===== config.mk =====
export PLATFORM = sky130hd
export DESIGN_NAME = spi_burst_slave
export DESIGN_NICKNAME = d
export VERILOG_FILES = /design/src/rtl/spi_burst_slave.sv
export SDC_FILE = /design/constraint.sdc
export NUM_CORES = 1
export LEC_CHECK = 0
export CAP_MARGIN = 20
export CORE_MARGIN = 2
export CORE_UTILIZATION = 55
export CTS_CLUSTER_DIAMETER = 60
export DETAILED_ROUTE_END_ITERATION = 12
export PLACE_DENSITY = 0.77
export SLEW_MARGIN = 5
export SYNTH_ARGS = -nofsm -noshare
export SYNTH_HDL_FRONTEND = slang
export SYNTH_SLANG_ARGS = --single-unit

===== constraint.sdc =====
create_clock -name clk -period 8 [get_ports clk]
set_input_delay 2.4 -clock clk [delete_from_list [all_inputs] [get_ports clk]]
set_output_delay 2.4 -clock clk [all_outputs]
set_load 0.01 [all_outputs]

===== src/rtl/spi_burst_slave.sv =====
module spi_burst_slave #(
  parameter int AW = 16,
  parameter int DW = 32,
  parameter logic [7:0] OP_RD = 8'h41,
  parameter logic [7:0] OP_WR = 8'h61,
  parameter logic [15:0] ERR_ADDR = 16'h000C
) (
  input  logic          clk,
  input  logic          rst_n,
  input  logic          spi_sclk,
  input  logic          spi_csn,
  input  logic          spi_mosi,
  output logic          spi_miso,
  input  logic          core_irq,
  output logic [AW-1:0] bus_addr,
  output logic [DW-1:0] bus_wdata,
  output logic          bus_we,
  output logic          bus_re,
  input  logic [DW-1:0] bus_rdata
);
  localparam int BW = $clog2(DW);
  localparam int CW = 9;

  logic [2:0] sck_q, csn_q;
  logic [1:0] mosi_q;
  always_ff @(posedge clk or negedge rst_n)
    if (!rst_n) begin
      sck_q <= '0; csn_q <= '1; mosi_q <= '0;
    end else begin
      sck_q <= {sck_q[1:0], spi_sclk};
      csn_q <= {csn_q[1:0], spi_csn};
      mosi_q <= {mosi_q[0], spi_mosi};
    end

  wire active   = ~csn_q[1];
  wire sck_rise = active & sck_q[1] & ~sck_q[2];
  wire sck_fall = active & ~sck_q[1] & sck_q[2];
  wire cs_start = ~csn_q[1] & csn_q[2];
  wire cs_end   = csn_q[1] & ~csn_q[2];

  logic [DW-1:0] rx_sr, tx_sr, hold;
  logic [BW-1:0] bpos;
  logic          hdr_done, is_rd, ignore, loc_q;
  logic [CW-1:0] cnt, words;
  logic [AW-1:0] waddr;
  logic [5:0]    flags;

  wire [DW-1:0] word_in   = {rx_sr[DW-2:0], mosi_q[1]};
  wire          word_done = sck_rise & (bpos == BW'(DW-1));
  wire [7:0]    op        = word_in[31:24];
  wire          hdr_ok    = (op == OP_RD) | (op == OP_WR);
  wire [CW-1:0] hdr_cnt   = (word_in[7:0] == 8'd0) ? 9'd256 : {1'b0, word_in[7:0]};
  wire          in_range  = words < cnt;
  wire          data_word = word_done & hdr_done & ~ignore;
  wire          take      = data_word & in_range;

  wire          pf_go   = word_done & ~ignore &
                          ((~hdr_done & (op == OP_RD)) |
                           (hdr_done & is_rd & in_range & (({1'b0, words} + 10'd1) < {1'b0, cnt})));
  wire [AW-1:0] pf_addr = hdr_done ? waddr + AW'(4) : word_in[23:8];
  wire          pf_loc  = pf_addr == ERR_ADDR;
  wire          wr_go   = take & ~is_rd;
  wire          wr_loc  = waddr == ERR_ADDR;
  wire          clr_now = wr_go & wr_loc;
  wire [5:0]    clr_msk = clr_now ? word_in[21:16] : 6'd0;

  wire inv_set = word_done & ~hdr_done & ~ignore & ~hdr_ok;
  wire ovf_set = data_word & ~in_range;
  wire end_set = cs_end & ~ignore & (bpos != '0);
  wire unf_set = cs_end & ~ignore & hdr_done & in_range;
  wire [5:0] set_vec = {end_set, inv_set, ovf_set & ~is_rd, unf_set & ~is_rd,
                        ovf_set & is_rd, unf_set & is_rd};

  wire [DW-1:0] err_word = {10'd0, flags, 14'd0, |flags, 1'b0};
  wire [7:0]    status   = {4'd0, |flags, 1'b0, core_irq, 1'b0};

  always_ff @(posedge clk or negedge rst_n)
    if (!rst_n) flags <= '0;
    else        flags <= (flags & ~clr_msk) | set_vec;

  always_ff @(posedge clk or negedge rst_n)
    if (!rst_n) begin
      rx_sr <= '0; bpos <= '0; hdr_done <= 1'b0; is_rd <= 1'b0; ignore <= 1'b0;
      cnt <= '0; words <= '0; waddr <= '0;
    end else if (cs_end || cs_start) begin
      bpos <= '0; hdr_done <= 1'b0; ignore <= 1'b0; words <= '0;
    end else if (sck_rise) begin
      rx_sr <= word_in;
      bpos  <= bpos + 1'b1;
      if (word_done && !hdr_done && !ignore) begin
        if (hdr_ok) begin
          hdr_done <= 1'b1;
          is_rd    <= op == OP_RD;
          cnt      <= hdr_cnt;
          waddr    <= word_in[23:8];
        end else ignore <= 1'b1;
      end
      if (take) begin
        words <= words + 1'b1;
        waddr <= waddr + AW'(4);
      end
    end

  always_ff @(posedge clk or negedge rst_n)
    if (!rst_n) begin
      bus_we <= 1'b0; bus_re <= 1'b0; loc_q <= 1'b0; bus_addr <= '0; bus_wdata <= '0;
    end else begin
      bus_we <= wr_go & ~wr_loc;
      bus_re <= pf_go & ~pf_loc;
      loc_q  <= pf_go & pf_loc;
      if (pf_go) bus_addr <= pf_addr;
      else if (wr_go && !wr_loc) begin
        bus_addr  <= waddr;
        bus_wdata <= word_in;
      end
    end

  always_ff @(posedge clk or negedge rst_n)
    if (!rst_n) hold <= '0;
    else if (bus_re) hold <= bus_rdata;
    else if (loc_q) hold <= err_word;

  always_ff @(posedge clk or negedge rst_n)
    if (!rst_n) tx_sr <= '0;
    else if (cs_start) tx_sr <= {status, 24'd0};
    else if (cs_end) tx_sr <= '0;
    else if (sck_fall) begin
      if (bpos == '0 && hdr_done)
        tx_sr <= (is_rd && !ignore && in_range) ? hold : '0;
      else
        tx_sr <= {tx_sr[DW-2:0], 1'b0};
    end

  assign spi_miso = tx_sr[DW-1];

  p_strobe_excl_r1: assert property (@(posedge clk) disable iff (!rst_n)
    $onehot0({bus_we, bus_re}));
  p_we_single_r1: assert property (@(posedge clk) disable iff (!rst_n)
    bus_we |=> !bus_we);
  p_re_single_r2: assert property (@(posedge clk) disable iff (!rst_n)
    bus_re |=> !bus_re);
  p_status_bit_r4: assert property (@(posedge clk) disable iff (!rst_n)
    cs_start |=> (spi_miso == 1'b0) && (tx_sr[27] == $past(|flags)));
  p_end_flag_r8: assert property (@(posedge clk) disable iff (!rst_n)
    (cs_end && !ignore && bpos != '0) |=> flags[5]);
  p_sticky_r10: assert property (@(posedge clk) disable iff (!rst_n)
    !clr_now |=> ((flags & $past(flags)) == $past(flags)));
endmodule


# Word-level counts from Yosys, hierarchy flattened
# Cells that the tools add are included.
# classes
n_addsub,4
order_cmp,2
n_eq_ne,6
n_mux,28
bitwise_logic,51
n_reduce_logical,30
# ops
cell,count
$mux W32,7
$mux W16,6
$mux W9,4
$and A1 B1 Y1,33
$eq A16 B4 Y1 const B,2
$add A16 B3 Y16 const B,1
$eq A8 B7 Y1 const B,2
$reduce_bool A2 Y1,8
$not A1 Y1,13
$add A9 B1 Y10 const B,1
$lt A10 B9 Y1,1
$mux W5,2
$add A9 B1 Y9 const B,1
$lt A9 B9 Y1,1
$logic_not A8 Y1,1
$mux W1,8
$reduce_and A4 Y1,2
$and A6 B6 Y6,1
$logic_and A1 B1 Y1,6
$mux W6,1
$not A6 Y6,1
$or A6 B6 Y6,1
$reduce_and A2 Y1,3
$reduce_and A3 Y1,2
10 further kinds,13
# totals
register_bits,202
inputBits,38
out_inout_bits,51
word_cells,140

# Logic depth before layout (Yosys ltp)
# logic_depth
ltp_word,13
ltp_mapped,13
depth_no_buf,12

# Least setup slack after synthesis
# OpenSTA, ideal clock, no wires.
# synth_path
kind,register to output
from,register bus_addr[0]
to,output port bus_addr[0]
t_arrival_ns,0.385
required_time_ns,5.600
slack_ns,5.215
stages_incl_launch_ff,1
path_buffers,0
cell_sequence,dfrtp_1
# synth_rtl
element,line,rtl
start: declaration,15,"output logic [AW-1:0] bus_addr,"
start signal: assignment,111,if (pf_go) bus_addr <= pf_addr;
start signal: assignment,113,bus_addr <= waddr;
# No word-level cell between the ends.

# Final worst setup path
# layout_path
from,register bus_re
to,output port bus_re
# layout_rtl
element,line,rtl
start: declaration,18,"output logic bus_re,"
start signal: assignment,109,bus_re <= pf_go & ~pf_loc;
# No word-level cell between the ends.

==> results by group <==
Power
  • Total power: 2.227 mW
  • Leak: 5.186 nW
  • Sw frac: 21.67%
  • Register share of total power: 47.3%
  • Worst IR Drop VDD: 0.1640 mV
  • Pwr dens: 194.4 nW/µm²
  • Clock Power Share: 49.1%
  • Cell Int Power: 1.744 mW
  • Combinational Power Share: 3.6%
  • Net switching power: 482.5 µW

Floorplanning
  • Vert. Die Dim: 136.4 µm
  • Total Die Area: 18610 µm²
  • Std-Cell Rows: 48
  • Initial core utilization: 55.94%
  • Io pins: 89
  • CORE AREA: 17240 µm²
  • Horiz. Die Dim: 136.4 µm

Global routing
  • First-pass GRT wire length: 36260 µm
  • Global-route usage over all layers: 24.13%
  • Pin count of the biggest net entering global routing: 80
  • Vias in the first global route: 7111
  • GR Overflow Total: 0
  • Initial antenna violation count: 0

Critical path
  • Critical Path Stages: 1
  • Critical-path maximum fanout: 65
  • Crit path max-delay cell type: dfrtp_2
  • Top delay family on crit path: flip-flops
  • Critical path arrival: 2.16 ns
  • Worst reg2reg path depth: 5
  • Startpoint Class: flop
  • Buf/Inv on CP: 1
  • CP cell instances: clkdlybuf4s50_1
  • Worst path max stage delay: 0.96 ns
  • CP Capture Type: output pin
  • Critical Path RT: 5.60 ns
  • Crit Path Category: reg2out

Route
  • Via total after detailed routing: 7411
  • Drc violations: 0
  • 1st-pass router iterations: 5
  • Post-DR wirelength/cell: 17.27 µm
  • Routed Antenna Nets: 0
  • Vias per std cell: 5.822
  • Drt total wl: 21980 µm
  • First DRT Iteration DRCs: 589

Timing
  • Setup ws final: 3.436 ns
  • RSZ-0062 raised after global routing: false
  • Clock skew: 0.007961 ns
  • Crit path time final: 4.564 ns
  • FMAX: 219.1 MHz
  • Fin crit share: 57.05%
  • Setup TNS: 0 ns
  • Fin. Hold Viols: 0
  • Slew margin rel.: 30.67%
  • Setup-failing EPs final: 0
  • Measured slew at the worst slew-check pin: 1.040 ns
  • Slew Viols, Final: 0

Synth
  • Syn avg cell area: 9.940 µm²
  • Leading area contributor after synthesis: dfrtp_1
  • Synth Area in Compound Gates: 12.06%
  • Count leader, synth: nand2_1
  • Cell area after synthesis: 9642 µm²
  • Largest family of logic cells by synthesized area: simple AND/OR/NAND/NOR gates
  • Syn nets: 1031
  • Ys flop type: dfrtp_1
  • Sequential share of the synthesized area: 52.47%
  • Synth area leaders: dfrtp_1, nand2_1, mux2_2
  • Cells after Synth: 970
  • #FFs+latches synth: 202
  • Post-Synth XOR/XNOR Area: 1.998%
  • Most frequent cells after synthesis: nand2_1, dfrtp_1, o21ai_0
  • Yosys Warn Count: 0
  • Simple-gate share of the synthesized area: 20.30%
  • Post-Synth Adder-Cell Area: 2.985%
  • EDFF count, synth: 0
  • Synth unique cells: 68
  • Multiplexer share of the synthesized area: 5.930%
  • Asr flop ratio synth: 100.0%
  • Top cell type's share of synthesized area: 51.65%

Clock network
  • H-tree depth: 1
  • Root buffer cell: clkbuf_16
  • Num CTS Buffers: 23
  • Clock sink count: 202
  • Deepest clock path buffer count: 3
  • Setup bufs post-CTS: 0
  • Reg clk slew, reported paths: 0.06 ns
  • Resized Gates After CTS: 0
  • Clock Latency Late Sink: 0.50 ns
  • Hold Buf Count CTS: 0
  • TritonCTS clock tree: done

Placement
  • Gp weighted congestion: 0.9362
  • IO Port Bufs: 88
  • Worst slack at placement: 3.948 ns
  • DP Wirelength: 13840 µm
  • Dpl cell area: 10630 µm²

Layout
  • Layout Utilization: 66.46%
  • Antenna cells: 0
  • Share of cells above drive strength 1: 10.88%
  • Final std cell area, no fill: 11460 µm²
  • Fin nets: 1094
  • Layout area overhead: 18.82%

Min path
  • Hold depth: 0
  • Min-delay worst type: reg2reg

Flow run
  • MaxCap Viol Count: 0

Status
  • Outcome: finished, final reports clean
state kept, by name, summed over array words and instances, names as in the netlist, 2 cells and up:
name,flops
bpos,5
bus_addr,16
bus_wdata,32
cnt,9
csn_q,3
flags,6
hold,32
mosi_q,2
rx_sr,31
sck_q,3
tx_sr,32
waddr,16
words,9
metrics by stage:
step | std cells | hold WS (ns)
2_1_floorplan | 970 | 0.3312
3_3_place_gp | 1231 | 0.3331
3_5_place_dp | 1231 | 0.3347
4_1_cts | 1271 | 0.3391
5_1_grt | 1273 | 0.3550
6_report | 1273 | 0.3406
worst register-to-register path, delay by kind of cell (launching register included):
kind            cells  cell delay, ns
flops               1            0.43
compound gates      2            0.89
simple gates        3            1.70
cell usage in the layout, fill, tap and decap left out, types with 4 or more instances in the layout:
master	Yosys	final
nand3b_1	4	4
mux2_2	33	33
clkbuf_16	0	23
nor3_1	19	18
nand4_1	5	5
o221ai_1	16	16
a21oi_1	16	16
and3_1	9	9
buf_4	4	11
nor3_2	5	6
clkinv_2	0	5
o21ai_0	55	55
inv_1	34	34
nand2_1	213	213
xnor2_1	12	12
clkdlybuf4s50_1	0	87
nand2b_1	24	24
ha_1	23	23
a21boi_0	11	11
a22o_1	4	4
mux2i_1	20	20
a22oi_1	29	29
o22ai_1	5	5
nor2_1	22	22
nor4b_1	4	4
dfrtp_1	199	198
or3_1	5	5
and2_1	8	8
nor4_1	12	12
nor2b_1	6	6
nand3_1	48	48
a21o_1	5	5
bufinv_16	0	4
xor2_1	10	10
worst paths after layout:
check,start,endpoint,slack [ns]
min in group asynchronous,rst_n,tx_sr[8],1.92
hold reg to reg,sck_q[0],sck_q[1],0.34
hold / removal,sck_q[0],sck_q[1],0.34
max in group asynchronous,rst_n,bus_wdata[30],4.72
setup / recovery,bus_re,bus_re,3.44
setup reg to reg,sck_q[1],bus_addr[5],4.80
metal layers:
layer / global-route usage, % / vias to the layer above / part of all wire (%)
met5: 0 / - / 0
met4: 6.076 / 0 / 1.9
met3: 4.027 / 39 / 6.2
met2: 38.25 / 253 / 46
met1: 34.79 / 3618 / 45
li1: - / 3501 / -
area by class of cell:
class	count	area [µm²]
inverter	36	135.1
multi-input combinational	669	4185
fill	1343	5781
timing repair buffer	101	1010
sequential	202	5060
clock buffer	28	614.3
tap	225	281.5
clock inverter	12	170.2
kinds of logic after synthesis:
group | after synthesis
adder cells (fa/ha/maj) | 23
buffers and inverters | 99
flip-flops | 202
AO/OA/AOI/OAI | 171
XOR/XNOR | 22
AND/OR/NAND/NOR | 400
multiplexers | 53
power groups by stage:
| stage | Combinational [mW] | Clock, mW | Sequential, mW |
|---|---|---|---|
| 6_report | 0.0812 | 1.09 | 1.05 |
| 5_1_grt | 0.0915 | 1.16 | 1.05 |
| 4_1_cts | 0.0829 | 1.11 | 1.05 |
| 3_5_place_dp | 0.0820 | 0 | 1.07 |
| 3_3_place_gp | 0.0813 | 0 | 1.07 |
| 2_1_floorplan | 0.0335 | 0 | 1.07 |
(Power assumes the default switching activity.)
